$ cat config.mk
export PLATFORM = sky130hd
export DESIGN_NAME = rst_seq_top
export DESIGN_NICKNAME = d
export VERILOG_FILES = /design/src/rtl/rst_seq_pkg.sv /design/src/rtl/rst_seq_sync.sv /design/src/rtl/rst_seq_cnt.sv /design/src/rtl/rst_seq_top.sv
export SDC_FILE = /design/constraint.sdc
export NUM_CORES = 1
export LEC_CHECK = 0
export BUFFER_PORTS_ARGS = -buffer_cell sky130_fd_sc_hd__buf_2
export CAP_MARGIN = 20
export CORE_UTILIZATION = 30
export DETAILED_ROUTE_END_ITERATION = 6
export PLACE_DENSITY = 0.53
export SETUP_SLACK_MARGIN = 0.5
export SLEW_MARGIN = 10
export SYNTH_ARGS = -nofsm -noshare
export SYNTH_HDL_FRONTEND = slang
export SYNTH_SLANG_ARGS = --single-unit
$ cat constraint.sdc
create_clock -name clk_i -period 1.4 [get_ports clk_i]
set_input_delay 0.07 -clock clk_i [delete_from_list [all_inputs] [get_ports clk_i]]
set_output_delay 0.07 -clock clk_i [all_outputs]
set_load 0.02 [all_outputs]
$ cat src/rtl/rst_seq_pkg.sv
package rst_seq_pkg;
  typedef enum logic [1:0] {
    CAUSE_POR = 2'b00,
    CAUSE_LVD = 2'b01,
    CAUSE_PIN = 2'b10
  } cause_e;

  typedef enum logic {
    ST_HOLD = 1'b0,
    ST_RUN  = 1'b1
  } seq_st_e;
endpackage

$ cat src/rtl/rst_seq_sync.sv
module rst_seq_sync #(
  parameter int unsigned W       = 1,
  parameter int unsigned STAGES  = 2,
  parameter logic [W-1:0] RST_VAL = '0
) (
  input  logic         clk_i,
  input  logic         rst_ni,
  input  logic [W-1:0] d_i,
  output logic [W-1:0] q_o
);
  logic [W-1:0] stg_q [STAGES];

  always_ff @(posedge clk_i or negedge rst_ni) begin
    if (!rst_ni) begin
      for (int i = 0; i < STAGES; i++) stg_q[i] <= RST_VAL;
    end else begin
      stg_q[0] <= d_i;
      for (int i = 1; i < STAGES; i++) stg_q[i] <= stg_q[i-1];
    end
  end

  assign q_o = stg_q[STAGES-1];
endmodule

$ cat src/rtl/rst_seq_cnt.sv
// Saturating interval counter: clears on clr_i, counts while en_i, done at LIMIT.
module rst_seq_cnt #(
  parameter int unsigned LIMIT = 16
) (
  input  logic clk_i,
  input  logic rst_ni,
  input  logic clr_i,
  input  logic en_i,
  output logic done_o
);
  localparam int unsigned CW = $clog2(LIMIT + 1);
  localparam logic [CW-1:0] LIM = CW'(LIMIT);

  logic [CW-1:0] cnt_q;

  always_ff @(posedge clk_i or negedge rst_ni) begin
    if (!rst_ni)                 cnt_q <= '0;
    else if (clr_i)              cnt_q <= '0;
    else if (en_i && cnt_q != LIM) cnt_q <= cnt_q + CW'(1);
  end

  assign done_o = (cnt_q == LIM);

  AST_CNT_BOUND: assert property (@(posedge clk_i) disable iff (!rst_ni)
    cnt_q <= LIM);
endmodule

$ cat src/rtl/rst_seq_top.sv
module rst_seq_top
  import rst_seq_pkg::*;
#(
  parameter int unsigned INIT_CYCLES    = 64,
  parameter int unsigned LVD_REL_CYCLES = 32,
  parameter int unsigned PIN_MIN_CYCLES = 16,
  parameter int unsigned SYNC_STAGES    = 2
) (
  input  logic       clk_i,
  input  logic       rst_ni,
  input  logic       lvd_ok_i,
  input  logic       pin_rst_ni,
  input  logic       boot_sel_ni,
  output logic       sys_rst_no,
  output logic       boot_single_o,
  output logic [1:0] cause_o,
  output logic       warm_o
);
  // {pin, boot, lvd}: pin and boot idle high, supply assumed bad at power-on
  localparam logic [2:0] SYNC_RST = 3'b110;

  logic [2:0] raw_in, syn_in;
  logic       pin_s, boot_s, lvd_s;
  logic       init_done, lvd_done, pin_done;
  seq_st_e    st_q;
  cause_e     cause_q;
  logic       boot_q;

  assign raw_in = {pin_rst_ni, boot_sel_ni, lvd_ok_i};

  rst_seq_sync #(.W(3), .STAGES(SYNC_STAGES), .RST_VAL(SYNC_RST)) u_sync (
    .clk_i (clk_i), .rst_ni (rst_ni), .d_i (raw_in), .q_o (syn_in)
  );
  assign {pin_s, boot_s, lvd_s} = syn_in;

  rst_seq_cnt #(.LIMIT(INIT_CYCLES)) u_init_cnt (
    .clk_i (clk_i), .rst_ni (rst_ni), .clr_i (1'b0), .en_i (1'b1), .done_o (init_done)
  );

  rst_seq_cnt #(.LIMIT(LVD_REL_CYCLES)) u_lvd_cnt (
    .clk_i (clk_i), .rst_ni (rst_ni), .clr_i (!lvd_s), .en_i (lvd_s), .done_o (lvd_done)
  );

  rst_seq_cnt #(.LIMIT(PIN_MIN_CYCLES)) u_pin_cnt (
    .clk_i (clk_i), .rst_ni (rst_ni), .clr_i (pin_s), .en_i (!pin_s), .done_o (pin_done)
  );

  always_ff @(posedge clk_i or negedge rst_ni) begin
    if (!rst_ni) begin
      st_q    <= ST_HOLD;
      cause_q <= CAUSE_POR;
      boot_q  <= 1'b0;
    end else begin
      unique case (st_q)
        ST_HOLD: begin
          if (init_done && lvd_done && lvd_s && pin_s) begin
            st_q   <= ST_RUN;
            boot_q <= !boot_s;
          end
        end
        ST_RUN: begin
          if (!lvd_s) begin
            st_q    <= ST_HOLD;
            cause_q <= CAUSE_LVD;
          end else if (pin_done) begin
            st_q    <= ST_HOLD;
            cause_q <= CAUSE_PIN;
          end
        end
        default: st_q <= ST_HOLD;
      endcase
    end
  end

  assign sys_rst_no    = (st_q == ST_RUN);
  assign boot_single_o = boot_q;
  assign cause_o       = cause_q;
  assign warm_o        = (cause_q == CAUSE_PIN);

  AST_INIT_HOLD: assert property (@(posedge clk_i) disable iff (!rst_ni)
    sys_rst_no |-> init_done);
  AST_LVD_HOLD: assert property (@(posedge clk_i) disable iff (!rst_ni)
    sys_rst_no |-> lvd_done);
  AST_SHORT_IGNORED: assert property (@(posedge clk_i) disable iff (!rst_ni)
    (sys_rst_no && !pin_done && lvd_s) |=> sys_rst_no);
  AST_BOOT_STABLE: assert property (@(posedge clk_i) disable iff (!rst_ni)
    (sys_rst_no && $past(sys_rst_no)) |-> $stable(boot_single_o));
  AST_CAUSE_ON_ENTRY: assert property (@(posedge clk_i) disable iff (!rst_ni)
    !$stable(cause_o) |-> $fell(sys_rst_no));
endmodule

-- Word level (Yosys, flattened, before mapping)
Cells that the tools add are included.
- reductions and logical operators: 10
- bitwise logic cells: 1
- muxes and demuxes: 10
- add/subtract/negate cells: 3
- eq/ne operators: 9
- operators by type and width (operator ; number):
    2-to-1 mux 6 bit ; 2
    2-to-1 mux 5 bit ; 2
    adder 7 x 1 -> 7 bit, second input constant ; 1
    == test 7 bit, second input constant ; 1
    != test 7 bit, second input constant ; 1
    adder 6 x 1 -> 6 bit, second input constant ; 1
    == test 6 bit, second input constant ; 1
    != test 6 bit, second input constant ; 1
    adder 5 x 1 -> 5 bit, second input constant ; 1
    == test 5 bit, second input constant ; 1
    logical AND 1 bit ; 5
    != test 5 bit, second input constant ; 1
    2-to-1 mux 2 bit ; 2
    AND reduction 2 bit ; 2
    2-to-1 mux 1 bit ; 3
    == test 2 bit, second input constant ; 1
    logical NOT 1 bit ; 2
    != test 2 x 1 -> 1 bit, second input constant ; 1
    != test 2 bit, second input constant ; 1
    case mux 1 bit (2 select lines) ; 1
    nonzero test 2 bit ; 1
    NOT 1 bit ; 1
- word-level logic and storage cells: 41
- output and inout port bits: 5
- input bits: 5
- register bits: 28

-- Longest topological paths before layout
- depth after elaboration: 6
- depth in mapped cells: 6
- depth with buffers taken out: 5

-- By module
Synthesis repeated with hierarchy kept, for this count alone.
- cells, all modules: 144
- area total of the unflattened synthesis: 1480.2 sq um
- modules (own cells, without submodules) (module ; cells each ; times used ; seq. area each (sq um) ; area an instance (sq um)):
    rst_seq_cnt (u_init_cnt) ; 46 ; 1 ; 175.2 ; 437.9
    rst_seq_cnt (u_lvd_cnt) ; 42 ; 1 ; 150.1 ; 394.1
    rst_seq_cnt (u_pin_cnt) ; 27 ; 1 ; 125.1 ; 280.3
    rst_seq_top ; 20 ; 1 ; 100.1 ; 190.2
    rst_seq_sync ; 9 ; 1 ; 155.1 ; 177.7

-- Worst setup path before layout
No wires, ideal clock.
- kind: register to register
- start point: register u_lvd_cnt.cnt_q[0]
- end point: register u_lvd_cnt.cnt_q[1]
- period minus slack after synthesis: 1.406 ns
- stages on the path, launching flop included: 6
- setup slack: -0.006 ns
- setup time: 0.124 ns
- path buffers: 0
- required time: 1.276 ns
- arrival time: 1.283 ns
- cells stage by stage: dfrtp_1 inv_1 ha_1 or3b_2 o21ai_0 a21oi_1
- cells in the longest elaborated chain, start to end: 3
- elaborated cells on any way between the ends: 6
- classes of those cells: 1 x add/sub; 2 x eq/ne; 2 x mux; 1 x reduce/logical
- RTL lines (element ; line ; text):
    start, declared ; rst_seq_cnt.sv:14 ; logic [CW-1:0] cnt_q;
    start signal, assigned ; rst_seq_cnt.sv:19 ; else if (en_i && cnt_q != LIM) cnt_q <= cnt_q + CW'(1);
    adder 6 x 1 -> 6 bit or != test 6 bit (tied branches) ; rst_seq_cnt.sv:19 ;
    2-to-1 mux 6 bit or logical AND 1 bit (tied branches) ; rst_seq_cnt.sv:19 ;
    2-to-1 mux 6 bit or != test 2 x 1 -> 1 bit (tied branches) ; -- ;
Parallel ways exist; a longest one is shown, timed or not. The select of a mux whose other input is x is not followed.
A chain may end at the register's enable or synchronous reset.

-- Final worst setup path
- start point: register u_init_cnt.cnt_q[0]
- end point: register u_init_cnt.cnt_q[1]
- cells in the longest elaborated chain, start to end: 1
- elaborated cells on any way between the ends: 2
- classes of those cells: 1 x add/sub; 1 x eq/ne
- RTL lines (element ; line):
    start, declared ; rst_seq_cnt.sv:14
    start signal, assigned ; rst_seq_cnt.sv:19
    adder 7 x 1 -> 7 bit or != test 7 bit (tied branches) ; rst_seq_cnt.sv:19
Parallel ways exist; a longest one is shown, timed or not.

==> flow_summary.toml <==
[outcome]
status = "complete, no violations"

[critical_path]
arrival_ps = 1500
cp.required_ps = 1570
cp-end-kind = "flop"
worst-path-max-fanout = 4
startpoint_type = "flop"
critical_path_class = "reg -> reg"

[global_routing]
antenna_found_initial = 0
overflow = 0
grt_pass1_wl_mm = 4.512
grt_pass1_vias = 950
grtUsageTotal_pct = 13.46
grt_max_degree = 29

[finish]
final_nets = 162
fillers = 381
stdcell_area_um2 = 1924
area_growth_syn_to_layout_pct = 51.53
layout-drive-gt1-share_pct = 53.33
antennaDiodeCount = 0

[synthesis]
synth_xor_area_share_pct = 8.966
syn_avg_cell_area_um2 = 11.76
synth.top_cell.area_share_pct = 47.29
syn_area_um2 = 1270
synthMuxAreaShare_pct = 2.759
yosysSeqAreaShare_pct = 55.57
synth_top_family_by_area = "simple AND/OR/NAND/NOR gates"
synthesis.nets = 119
synth-simple-area-share_pct = 19.41
synth_seq_cells = 28
synth.largest_area_cell = "dfrtp_1"
synthCells = 108
synth_cell_types = 32
synth_compound_area_share_pct = 4.729
ys_warn_count = 0
synth_area_leaders = "dfrtp_1 47%, dfstp_2 8.3%, xnor2_1 6.2%, ha_1 5.9%, nand3_1 3.9%"
synthAdderAreaFrac_pct = 5.911

[power_and_ir_drop]
p_leak_nw = 0.8336
p_per_area_nw_per_um2 = 804.9
ir_drop_uv = 609.2

[placement]
hpwl_mm = 1.620
numPortBuffers = 9
placed_area_um2 = 1459
gp_congestion = 0.7679

[drt]
drt-pass1-iter-count = 4
vias_per_cell = 4.760
ant_nets = 0
route.detailed.drc = 0
initialDrtViolationCount = 45
vias = 952
wirelength_mm = 2.718
wl_per_cell_um = 13.59

[flow_run]
drv_cap = 0

[timing]
worst_pin_slew_ps = 390.6
maxSlewHeadroom_pct = 73.96
max_freq_mhz = 749.1
setup_viol = 0
fin_setup_tns_ps = 0
hold_viol = 0
min_period_ps = 1335
rsz0062_at_grt = "yes"
fin_crit_sh_pct = 95.36
slew_violations = 0
final.setup_skew_ps = 3.753

[clock_tree]
cts.clk_slew.worst_paths_ps = 100
clk_latency_ps = 270
clkSinkCount = 28
clock_path_buffers = 2
numCtsBuffers = 3
clockRootBuffer = "clkbuf_8"
cts_htree_levels = 1
tritoncts = "done"

[floorplan]
design.die.area_um2 = 4498
ioPinCount = 10
core_um2 = 4029
dieWidth_um = 67.07
num_rows = 23
die_y_um = 67.07
initial_core_util_pct = 31.52

[min_path]
hp-class = "in -> async"
final cells by class:
cell class	instances	area, um2	share of cell area, %
sequential	28	710.7	36.93
multi-input combinational	71	721.9	37.52
clock buffer	4	55.05	2.861
inverter	8	30.03	1.560
tap	50	62.56	3.251
timing repair buffer	39	344.1	17.88
layout by cell type (no fill, tap or decap), types with 4 or more instances in the layout:
| cell type | count |
|---|---|
| buf_4 | 18 |
| buf_6 | 13 |
| clkbuf_8 | 4 |
| dfrtp_1 | 20 |
| dfrtp_2 | 4 |
| dfstp_2 | 4 |
| dlygate4sd3_1 | 4 |
| ha_4 | 5 |
| inv_2 | 5 |
| nand2_1 | 4 |
| nand3_2 | 5 |
| nor2_1 | 6 |
| xnor2_1 | 6 |
| xor2_1 | 4 |
worst max-delay path: stages (launching register included):
cell,delay [ps]
dfrtp_2,480
inv_2,100
ha_2,210
nand3_2,120
mux2_4,320
state kept, by name, indices dropped and copies added (netlist names):
signal and count:
u_pin_cnt.cnt_q 5, u_sync.stg_q 3, u_lvd_cnt.cnt_q 6, boot_single_o 1, u_sync.q_o 3, sys_rst_no 1, cause_o 2, u_init_cnt.cnt_q 7
worst paths after layout:
path	start	endpoint	slack, ps	cells past startpoint
worst max-delay path	u_init_cnt.cnt_q[0]	u_init_cnt.cnt_q[1]	60	4
min in group clk_i	u_sync.stg_q[5]	u_sync.q_o[2]	360	0
max in group asynchronous	rst_ni	u_sync.stg_q[4]	810	2
worst min register to register	u_sync.stg_q[5]	u_sync.q_o[2]	360	0
worst max register to register	u_init_cnt.cnt_q[0]	u_init_cnt.cnt_q[1]	60	4
worst min-delay path	rst_ni	u_init_cnt.cnt_q[4]	270	2
per-layer routing:
layer  vias up  track usage, %  part of all wire, %
met1       484           17.47                   45
li1        453               -                    -
met2        13           22.38                   52
met3         2           3.767                  2.9
met4         0           2.128                 0.37
met5         -               0                    0
cells in the mapped netlist:
cell      number
o21ai_0        2
or3_1          1
nand2b_1       1
nand3_1       10
nor4bb_1       1
o41ai_2        1
or3b_2         1
ha_1           6
clkbuf_1       1
nand3b_1       1
a21oi_1        4
mux2i_1        2
dfrtp_1       24
inv_1          8
nor2b_1        3
a31oi_1        1
dfstp_2        4
and3_1         2
nor3b_1        1
a21o_1         1
nor4_4         1
xnor2_1        9
and4b_1        1
and3_2         1
nand3_2        1
nor3_1         3
mux2_4         1
xor2_1         4
nor4b_1        1
nand2_1        4
nand4b_1       1
nor2_1         6
power breakdown:
part           leakage (nW)  switching [mW]  total (mW)  internal, mW
sequential            0.348          0.0220       0.858         0.836
combinational         0.457          0.0875       0.188         0.100
clock                0.0288           0.252       0.503         0.252
total                 0.834           0.361        1.55          1.19
through the flow:
stage               std cells  total power, mW  worst slack [ps]  util [%]  hold slack [ps]
floorplan                 108           0.9257             98.13         -           -225.6
global placement          174           0.9673             49.36     36.21            116.3
detailed placement        174           0.9771             2.452     36.21            129.3
CTS                       196            1.543             64.25     43.98            361.5
global route              200            1.607            -27.51     47.76            309.8
finish                    200            1.549             64.99     47.76            272.2
cells by family (layout without fill, tap and decap cells):
family,after synthesis,in the layout
and+or+nand+nor,40,40
DFF,28,28
xor gates and xnor gates,13,13
AOI/OAI and AO/OA,9,9
buffers and inverters,9,51
adders and majority gates,6,6
muxes,3,3
repair_timing:
action / CTS / global route
hold buffers: 4 / 0
hold endpoints to repair: 27 / 0
setup endpoints to repair: 25 / 29
pin swaps: 12 / 7
buffers inserted: 14 / 4
resized for setup: 28 / 25
Power figures use the tool's default switching activity.
